==> src/rtl/prot_judge_pkg.sv <==
package prot_judge_pkg;
  localparam int RIGHT_W  = 3;
  localparam int MODE_LSB = 3;
  localparam int MODE_MSB = 4;
  localparam int CFG_W    = 8;
  localparam logic [1:0] MODE_DISABLED = 2'b00;
endpackage

==> src/rtl/prot_entry_eval.sv <==
module prot_entry_eval
  import prot_judge_pkg::*;
#(
  parameter int AW = 32
) (
  input  logic [AW-1:0]      lo,
  input  logic [AW-1:0]      hi,
  input  logic [AW-1:0]      first_b,
  input  logic [AW-1:0]      last_b,
  input  logic [CFG_W-1:0]   cfg,
  input  logic               locked,
  input  logic               priv_mach,
  input  logic [RIGHT_W-1:0] rights,
  output logic               touch,
  output logic               ok
);
  logic               active;
  logic               in_first;
  logic               in_last;
  logic               full;
  logic [RIGHT_W-1:0] grant;

  always_comb begin
    active   = cfg[MODE_MSB:MODE_LSB] != MODE_DISABLED;
    in_first = (first_b >= lo) && (first_b <= hi);
    in_last  = (last_b >= lo) && (last_b <= hi);
    full     = active && in_first && in_last;
    touch    = active && (in_first || in_last);
    grant    = (priv_mach && !locked) ? {RIGHT_W{1'b1}} : cfg[RIGHT_W-1:0];
    ok       = full && ((rights & ~grant) == '0);
  end
endmodule

==> src/rtl/prot_prio_pick.sv <==
module prot_prio_pick #(
  parameter int N  = 8,
  parameter int IW = 3
) (
  input  logic [N-1:0]  req,
  output logic          found,
  output logic [IW-1:0] idx
);
  always_comb begin
    found = |req;
    idx   = '0;
    for (int i = N - 1; i >= 0; i--) begin
      if (req[i]) idx = IW'(i);
    end
  end
endmodule

==> src/rtl/prot_rsp_stage.sv <==
module prot_rsp_stage #(
  parameter int IW = 3
) (
  input  logic          clk,
  input  logic          rst_n,
  input  logic          in_valid,
  input  logic          in_allow,
  input  logic          in_hit,
  input  logic [IW-1:0] in_index,
  output logic          out_valid,
  output logic          out_allow,
  output logic          out_hit,
  output logic [IW-1:0] out_index
);
  logic          valid_q, allow_q, hit_q;
  logic [IW-1:0] index_q;
  logic          valid_d, allow_d, hit_d;
  logic [IW-1:0] index_d;

  always_comb begin
    valid_d = in_valid;
    allow_d = allow_q;
    hit_d   = hit_q;
    index_d = index_q;
    if (in_valid) begin
      allow_d = in_allow;
      hit_d   = in_hit;
      index_d = in_index;
    end
  end

  always_ff @(posedge clk or negedge rst_n) begin
    if (!rst_n) begin
      valid_q <= 1'b0;
      allow_q <= 1'b0;
      hit_q   <= 1'b0;
      index_q <= '0;
    end else begin
      valid_q <= valid_d;
      allow_q <= allow_d;
      hit_q   <= hit_d;
      index_q <= index_d;
    end
  end

  assign out_valid = valid_q;
  assign out_allow = allow_q;
  assign out_hit   = hit_q;
  assign out_index = index_q;
endmodule

==> src/rtl/prot_access_judge.sv <==
module prot_access_judge
  import prot_judge_pkg::*;
#(
  parameter int NUM_ENT = 8,
  parameter int AW      = 32,
  parameter int SW      = 4,
  localparam int IW     = (NUM_ENT > 1) ? $clog2(NUM_ENT) : 1,
  localparam int CW     = $clog2(NUM_ENT + 1)
) (
  input  logic                     clk,
  input  logic                     rst_n,
  input  logic                     req_valid,
  input  logic [AW-1:0]            req_addr,
  input  logic [SW-1:0]            req_size,
  input  logic [RIGHT_W-1:0]       req_rights,
  input  logic                     priv_mach,
  input  logic [CW-1:0]            rule_count,
  input  logic [NUM_ENT*AW-1:0]    ent_lo,
  input  logic [NUM_ENT*AW-1:0]    ent_hi,
  input  logic [NUM_ENT*CFG_W-1:0] ent_cfg,
  input  logic [NUM_ENT-1:0]       ent_lock,
  output logic                     rsp_valid,
  output logic                     rsp_allow,
  output logic                     rsp_hit,
  output logic [IW-1:0]            rsp_index
);
  logic [AW-1:0]      last_b;
  logic [NUM_ENT-1:0] touch_vec;
  logic [NUM_ENT-1:0] ok_vec;
  logic               any_touch;
  logic [IW-1:0]      pick_idx;
  logic               dec_allow;
  logic               dec_hit;
  logic [IW-1:0]      dec_index;

  assign last_b = req_addr + AW'(req_size) - AW'(1);

  for (genvar g = 0; g < NUM_ENT; g++) begin : g_ent
    prot_entry_eval #(.AW(AW)) eval_i (
      .lo        (ent_lo[g*AW +: AW]),
      .hi        (ent_hi[g*AW +: AW]),
      .first_b   (req_addr),
      .last_b    (last_b),
      .cfg       (ent_cfg[g*CFG_W +: CFG_W]),
      .locked    (ent_lock[g]),
      .priv_mach (priv_mach),
      .rights    (req_rights),
      .touch     (touch_vec[g]),
      .ok        (ok_vec[g])
    );
  end

  prot_prio_pick #(.N(NUM_ENT), .IW(IW)) pick_i (
    .req   (touch_vec),
    .found (any_touch),
    .idx   (pick_idx)
  );

  always_comb begin
    dec_allow = priv_mach;
    dec_hit   = 1'b0;
    dec_index = '0;
    if (rule_count == '0) begin
      dec_allow = 1'b1;
    end else if (any_touch) begin
      dec_allow = ok_vec[pick_idx];
      dec_hit   = 1'b1;
      dec_index = pick_idx;
    end
  end

  prot_rsp_stage #(.IW(IW)) rsp_i (
    .clk       (clk),
    .rst_n     (rst_n),
    .in_valid  (req_valid),
    .in_allow  (dec_allow),
    .in_hit    (dec_hit),
    .in_index  (dec_index),
    .out_valid (rsp_valid),
    .out_allow (rsp_allow),
    .out_hit   (rsp_hit),
    .out_index (rsp_index)
  );
endmodule

==> config.mk <==
export PLATFORM = sky130hd
export DESIGN_NAME = prot_access_judge
export DESIGN_NICKNAME = d
export VERILOG_FILES = /design/src/rtl/prot_judge_pkg.sv /design/src/rtl/prot_entry_eval.sv /design/src/rtl/prot_prio_pick.sv /design/src/rtl/prot_rsp_stage.sv /design/src/rtl/prot_access_judge.sv
export SDC_FILE = /design/constraint.sdc
export NUM_CORES = 1
export LEC_CHECK = 0
export CAP_MARGIN = 10
export CORE_AREA = 2 2 245 247
export DETAILED_ROUTE_END_ITERATION = 16
export DIE_AREA = 0 0 247 249
export PLACE_DENSITY = 0.72
export SYNTH_ARGS = -nofsm -noshare
export SYNTH_HDL_FRONTEND = slang
export SYNTH_SLANG_ARGS = --single-unit
==> constraint.sdc <==
create_clock -name clk -period 1 [get_ports clk]
set_input_delay 0.2 -clock clk [delete_from_list [all_inputs] [get_ports clk]]
set_output_delay 0.2 -clock clk [all_outputs]
set_load 0.02 [all_outputs]
==> Yosys cells after proc, flatten, opt, wreduce, memory -nomap -nowiden <==
Cells that the tools add are included.
{ "word_totals": {"reg_bits": 6, "inputBits": 631, "out_inout_bits": 6, "elab_cells": 169} }
{ "op_classes": {"n_addsub": 2, "magnitude_cmp": 33, "n_mux": 24, "n_bitwise": 16, "n_reduce_logical": 90} }
{ "op_table": {"columns": ["operator", "count"], "rows": [
  ["32-bit >= comparator", 16],
  ["32-bit less-or-equal comparator", 16],
  ["1-bit logical AND", 56],
  ["3-bit 2-to-1 mux", 18],
  ["32-bit by 4-bit adder with 32-bit output", 1],
  ["32-bit by 1-bit subtractor with 32-bit output, second input constant", 1],
  ["3-bit bitwise AND", 8],
  ["3-bit logical NOT", 8],
  ["3-bit inverter", 8],
  ["2-bit nonzero test", 8],
  ["1-bit logical NOT", 8],
  ["1-bit logical OR", 8],
  ["8-bit OR reduction", 1],
  ["1-bit 2-to-1 mux", 5],
  ["4-bit logical NOT", 1],
  ["3-bit by 4-bit < comparator with 1-bit output, second input constant", 1],
  ["1-bit binary-select mux with 3-bit select", 1]
]} }

==> Depth between registers and ports, before layout <==
{ "depth": {"word_depth": 18, "depth_mapped": 29, "ltp_nobuf": 29} }

==> Hierarchy <==
A second synthesis with hierarchy kept.
{ "hier_totals": {"hier_cells": 3447, "area_unflattened_um2": 26501.7} }
{ "by_module_without_submodules": {"columns": ["module", "instances", "cells_each", "area_each_um2", "seq_area_each_um2"], "rows": [
  ["prot_entry_eval", 8, 393, 3030.4, 0.0],
  ["prot_access_judge", 1, 279, 1970.6, 0.0],
  ["prot_rsp_stage", 1, 11, 206.4, 150.1],
  ["prot_prio_pick", 1, 13, 81.3, 0.0]
]} }

==> Least setup slack after synthesis <==
No wires, ideal clock.
{ "synth_path": {"path_type": "input to register", "start": "input req_addr[0]", "end": "register rsp_i.allow_q, in the netlist rsp_i.out_allow", "setup_time_ns": 0.137, "arrival_ns": 6.035, "t_required_ns": 0.863, "setup_slack_ns": -5.172, "path_stages": 29, "path_buffers": 0, "path_cell_list": "inv_1 -> ha_1 -> inv_1 -> ha_1 -> inv_1 -> fa_1 -> nor2b_1 -> o21ai_0 -> a21boi_0 -> o31ai_1 -> a31o_2 -> a31oi_1 -> a2111oi_0 -> o21bai_1 -> a21oi_1 -> o21ai_0 -> xor2_1 -> ha_1 -> a21o_1 -> a21o_1 -> a221o_1 -> a211o_1 -> a22o_1 -> a211o_1 -> o21a_1 -> nand4b_1 -> nor3_1 -> o32ai_1 -> o211ai_1"} }
{ "synth_via": {"elab_chain_len": 18, "elab_cells_between_ends": 103, "cone_classes": "add/sub (2); order compare (32); mux (12); reduce/logical (57)"} }
{ "synth_rtl": {"columns": ["item", "line", "text"], "rows": [
  ["start: declaration", "prot_access_judge.sv:13", "input logic [AW-1:0] req_addr,"],
  ["32-bit by 4-bit adder with 32-bit output", "prot_access_judge.sv:36", "assign last_b = req_addr + AW'(req_size) - AW'(1);"],
  ["32-bit by 1-bit subtractor with 32-bit output", "prot_access_judge.sv:36", null],
  ["32-bit >= comparator / 32-bit less-or-equal comparator (equally long branches)", "prot_entry_eval.sv:26", "in_last = (last_b >= lo) && (last_b <= hi);"],
  ["1-bit logical AND", "prot_entry_eval.sv:26", null],
  ["1-bit logical OR", "prot_entry_eval.sv:28", "touch = active && (in_first || in_last);"],
  ["1-bit logical AND", "prot_entry_eval.sv:28", null],
  ["3-bit 2-to-1 mux (8 in a row)", "prot_prio_pick.sv:13", "if (req[i]) idx = IW'(i);"],
  ["1-bit binary-select mux with 3-bit select", "prot_access_judge.sv:66", "dec_allow = ok_vec[pick_idx];"],
  ["1-bit 2-to-1 mux (not written as such)", "prot_access_judge.sv:66", null],
  ["1-bit 2-to-1 mux (*)", "prot_access_judge.sv:65", "end else if (any_touch) begin"],
  ["1-bit 2-to-1 mux (*)", "prot_access_judge.sv:63", "if (rule_count == '0) begin"],
  ["end signal: assignment", "prot_rsp_stage.sv:40", "allow_q <= allow_d;"],
  ["end: declaration", "prot_rsp_stage.sv:15", "logic valid_q, allow_q, hit_q;"]
]} }
Every way passes the cells marked *; elsewhere a longest branch is shown, timed or not. The select of a mux whose other input is x is not followed.
A chain may end at the register's enable or synchronous reset.

==> Final worst setup path <==
{ "layout_path": {"start": "input req_addr[2]", "end": "register rsp_i.allow_q, in the netlist rsp_i.out_allow"} }
Same word-level chain as after synthesis.

==> metrics.md <==
| Metric | Value |
|---|---|
| R2R cell count | 5 |
| Time the final worst path needs with I/O delays and setup | 5.73 ns |
| Sw Ratio | 50.1% |
| Outcome | finished with violations |
| Cell internal power dissipation | 0.0168 W |
| Area grow syn2layout | 56.4% |
| Share of post-route cells with drive strength above 1 | 20.4% |
| Synth top area share | 51.0% |
| Slew of the pin with the lowest slew margin | 1.12 ns |
| Yosys warns | 0 |
| Combinational share of power | 96.4% |
| Cell type contributing the most total cell area after synthesis | sky130_fd_sc_hd__ha_1 |
| CTS Buf Count | 3 |
| Count of nets left with antenna violations after detail routing | 0 |
| First-pass GRT wire length | 185,000 µm |
| Total global routing track utilization | 39.1% |
| Clock slew at reported path FFs | 0.06 ns |
| Cell with the most instances on the worst path | sky130_fd_sc_hd__ha_4 |
| Placed wire-length estimate | 109,000 µm |
| Post-layout nets | 6,553 |
| Vias in the first global route | 32,100 |
| Top cell types by occurrence after synthesis | sky130_fd_sc_hd__ha_1, sky130_fd_sc_hd__inv_1, sky130_fd_sc_hd__a21oi_1, sky130_fd_sc_hd__o21ai_0, sky130_fd_sc_hd__nand4_1 |
| Number of DRC violations after detailed-routing iteration 0 | 2,691 |
| Via Count | 32,700 |
| Last weighted congestion value of the routability-driven placer | 1.05 |
| Startpoint type of the worst setup path | input pin |
| Largest cells by area after synthesis | sky130_fd_sc_hd__ha_1, sky130_fd_sc_hd__inv_1, sky130_fd_sc_hd__a21oi_1 |
| Average routed wire per standard cell | 22.1 µm |
| Hold-fix buffers at CTS | 0 |
| Post-Route Setup TNS | -23.69 ns |
| Reg power frac | 1.4% |
| Post-layout util | 69.1% |
| Power density cells | 830 nW/µm² |
| Largest stage delay on the critical path | 0.38 ns |
| Total core area | 58,700 µm² |
| Number of remaining DRC errors | 0 |
| Count of pins on the block boundary | 637 |
| Total of fill cells in the finished design | 4,965 |
| Number of input and output port buffers inserted | 612 |
| Setup repair after global routing missed its margin | yes |
| H-tree depth | 1 |
| Number of clock sinks | 6 |
| Total Die Area | 61,500 µm² |
| Violations in the final reports | setup timing |
| Psw | 0.0169 W |
| First-pass iteration count of the detailed router | 6 |
| Flop2flop setup slack | -0.03 ns |
| Clock insertion delay at the later pin of the skew report | 0.23 ns |
| Number of distinct library cell variants in the gate-level netlist after synthesis | 74 |
| Static leakage | 21.8 nW |
| Data arrival, critical path | 5.83 ns |
| Top_reg_cell synth | sky130_fd_sc_hd__dfrtp_1 |
| Proportion of synthesized chip area in sequential cells | 0.579% |
| Via density per instance | 5.80 |
| Worst Setup SP | req_addr[2] |
| Syn Area/Cell | 7.61 µm² |
| CTS Buffer Depth | 2 |
| Critical path's slowest cell | sky130_fd_sc_hd__o41a_1 |
| Max-Slew Margin vs Limit | 24.3% |
| Max Fanout on Critical Path | 6 |
| Endpoint type of the worst setup path | flip-flop |
| Final slew viol count | 0 |
| Overflow left after global routing | 0 |
| Number of cell rows | 89 |
| Synthesized netlist net count | 5,098 |
| Fmax | 174 MHz |
| Starting density of the core | 44.2% |
| Async set-or-reset flop fraction in the synthesized netlist | 100% |
| Largest net degree at the start of global routing | 18 |
| Synthesized cell area | 25,900 µm² |
| Data required time of the worst path | 1.10 ns |
| Slack of the critical path | -4.73 ns |
| Worst Hold Class | input pin to async pin |
| Final Skew | 0 ns |
| Final period util | 573% |
| Number of max-cap violations | 0 |
| Type of the setup path with the least slack | input pin to flip-flop |
| Max VDD drop | 0.672 mV |
| Synthesis-stage register bit count | 6 |
| Overall routed net length | 125,000 µm |
| TritonCTS clock tree | built |
| Die Height | 249 µm |
| Die boundary width | 247 µm |
| Count of final setup violators | 10 |
| Relative contribution of the clock network to total power | 2.2% |
| Root cell of the clock tree | sky130_fd_sc_hd__clkbuf_16 |
| Number of flops mapped to enable cells by yosys | 0 |
| Antenna violations before repair | 0 |
| Most common cell in the synthesized netlist | sky130_fd_sc_hd__ha_1 |
| Gate Count Post-Synth | 3,408 |
| End of the worst register-to-register path | rsp_i.out_allow$_DFFE_PN0P_ |
| Fin. Hold Viols | 0 |
| Startpoint of the most critical register-to-register path | rsp_i.out_allow$_DFFE_PN0P_ |
==> cells in the final DEF (no fill, tap or decap), drive strengths merged, types with 15 or more instances in the layout <==
cell,synthesis,final
ha,1058,1058
buf,0,852
clkdlybuf4s50,0,590
inv,590,589
a21oi,328,328
o21ai,187,187
nand4,175,175
nand2,167,167
a21o,134,134
nor2,132,132
nand3,84,84
a211oi,57,57
nor3,41,41
a2111oi,34,34
nor2b,33,33
o21a,30,30
o22ai,26,26
nand2b,24,24
nor4,24,24
o211ai,23,23
xnor2,20,20
a221oi,18,18
a31oi,17,17
a211o,15,15
==> worst max-delay path: cells and delay by family <==
kind / cells / cell delay, ns
buf+inv: 3 / 0.15
fa+ha+maj: 3 / 0.72
compound gates: 16 / 3.76
simple gates: 5 / 0.79
xor+xnor: 1 / 0.21
==> cells by family after synthesis <==
kind of cell	count (synthesis)	share of synthesized area (%)
compound gates	970	23.8
fa+ha+maj	1059	51.1
xor+xnor	29	0.979
flops	6	0.579
buf+inv	592	8.57
simple gates	752	14.9
==> timing repair <==
action	4_1_cts	5_1_grt
resized for setup	148	16
hold endpoints to repair	0	0
endpoints found under the setup margin	11	10
pin swaps	68	5
buffers inserted	23	4
==> metrics by stage <==
| step | cells | worst slack (ns) | cell area, µm² | total power [W] | hold slack, ns |
|---|---|---|---|---|---|
| 2_1_floorplan | 3408 | -4.62 | 26100 | 0.0152 | -0.0956 |
| 3_5_place_dp | 5606 | -5.74 | 39800 | 0.0309 | 0.532 |
| 4_1_cts | 5630 | -4.69 | 40500 | 0.0327 | 0.268 |
| 5_1_grt | 5634 | -5.01 | 40600 | 0.0366 | 0.297 |
| 6_report | 5635 | -4.73 | 40600 | 0.0337 | 0.262 |
| 3_3_place_gp | 5606 | -5.69 | 39800 | 0.0303 | 0.534 |
==> metal layers <==
| layer | global-route usage [%] | wire, µm | up-vias |
|---|---|---|---|
| met3 | 6.09 | 12000 | 409 |
| met2 | 63.1 | 54000 | 1658 |
| li1 | - | - | 15700 |
| met1 | 50.2 | 51200 | 14900 |
| met4 | 19.3 | 7500 | 0 |
| met5 | 0 | 0 | - |
==> flip-flops by register name, summed over array words and instances (netlist names) <==
register / count
rsp_i.out_hit: 1
rsp_i.out_valid: 1
rsp_i.out_allow: 1
rsp_i.out_index: 3
==> worst max-delay path by stage <==
| stage | cells past startpoint | slack (ns) | endpoint |
|---|---|---|---|
| 4_1_cts | 28 | -4.69 | rsp_i.out_allow$_DFFE_PN0P_ |
| 5_1_grt | 32 | -5.01 | rsp_i.out_allow$_DFFE_PN0P_ |
| 2_1_floorplan | 27 | -4.62 | rsp_i.out_allow$_DFFE_PN0P_ |
| 6_report | 28 | -4.73 | rsp_i.out_allow$_DFFE_PN0P_ |
| 3_5_place_dp | 28 | -5.74 | rsp_i.out_hit$_DFFE_PN0P_ |
| 3_3_place_gp | 29 | -5.69 | rsp_i.out_hit$_DFFE_PN0P_ |
==> power by group through the flow <==
stage	sequential [W]	clock (W)	combinational, W
floorplan	0.000432	0	0.0148
detailed placement	0.000429	0	0.0305
finish	0.000457	0.000753	0.0324
global route	0.000463	0.000746	0.0354
CTS	0.000449	0.000744	0.0316
global placement	0.000437	0	0.0299
==> cell type report <==
cell class              count  area, µm²  area share (%)
inverters                 591       2240            5.52
diodes                      1       2.50         0.00617
clock buffers               3       75.1           0.185
repair buffers           1451      12700            31.2
well taps                 773        967            2.38
multi-input cells        2810      24500            60.3
flip-flops and latches      6        154           0.379
(Power assumes the default switching activity.)
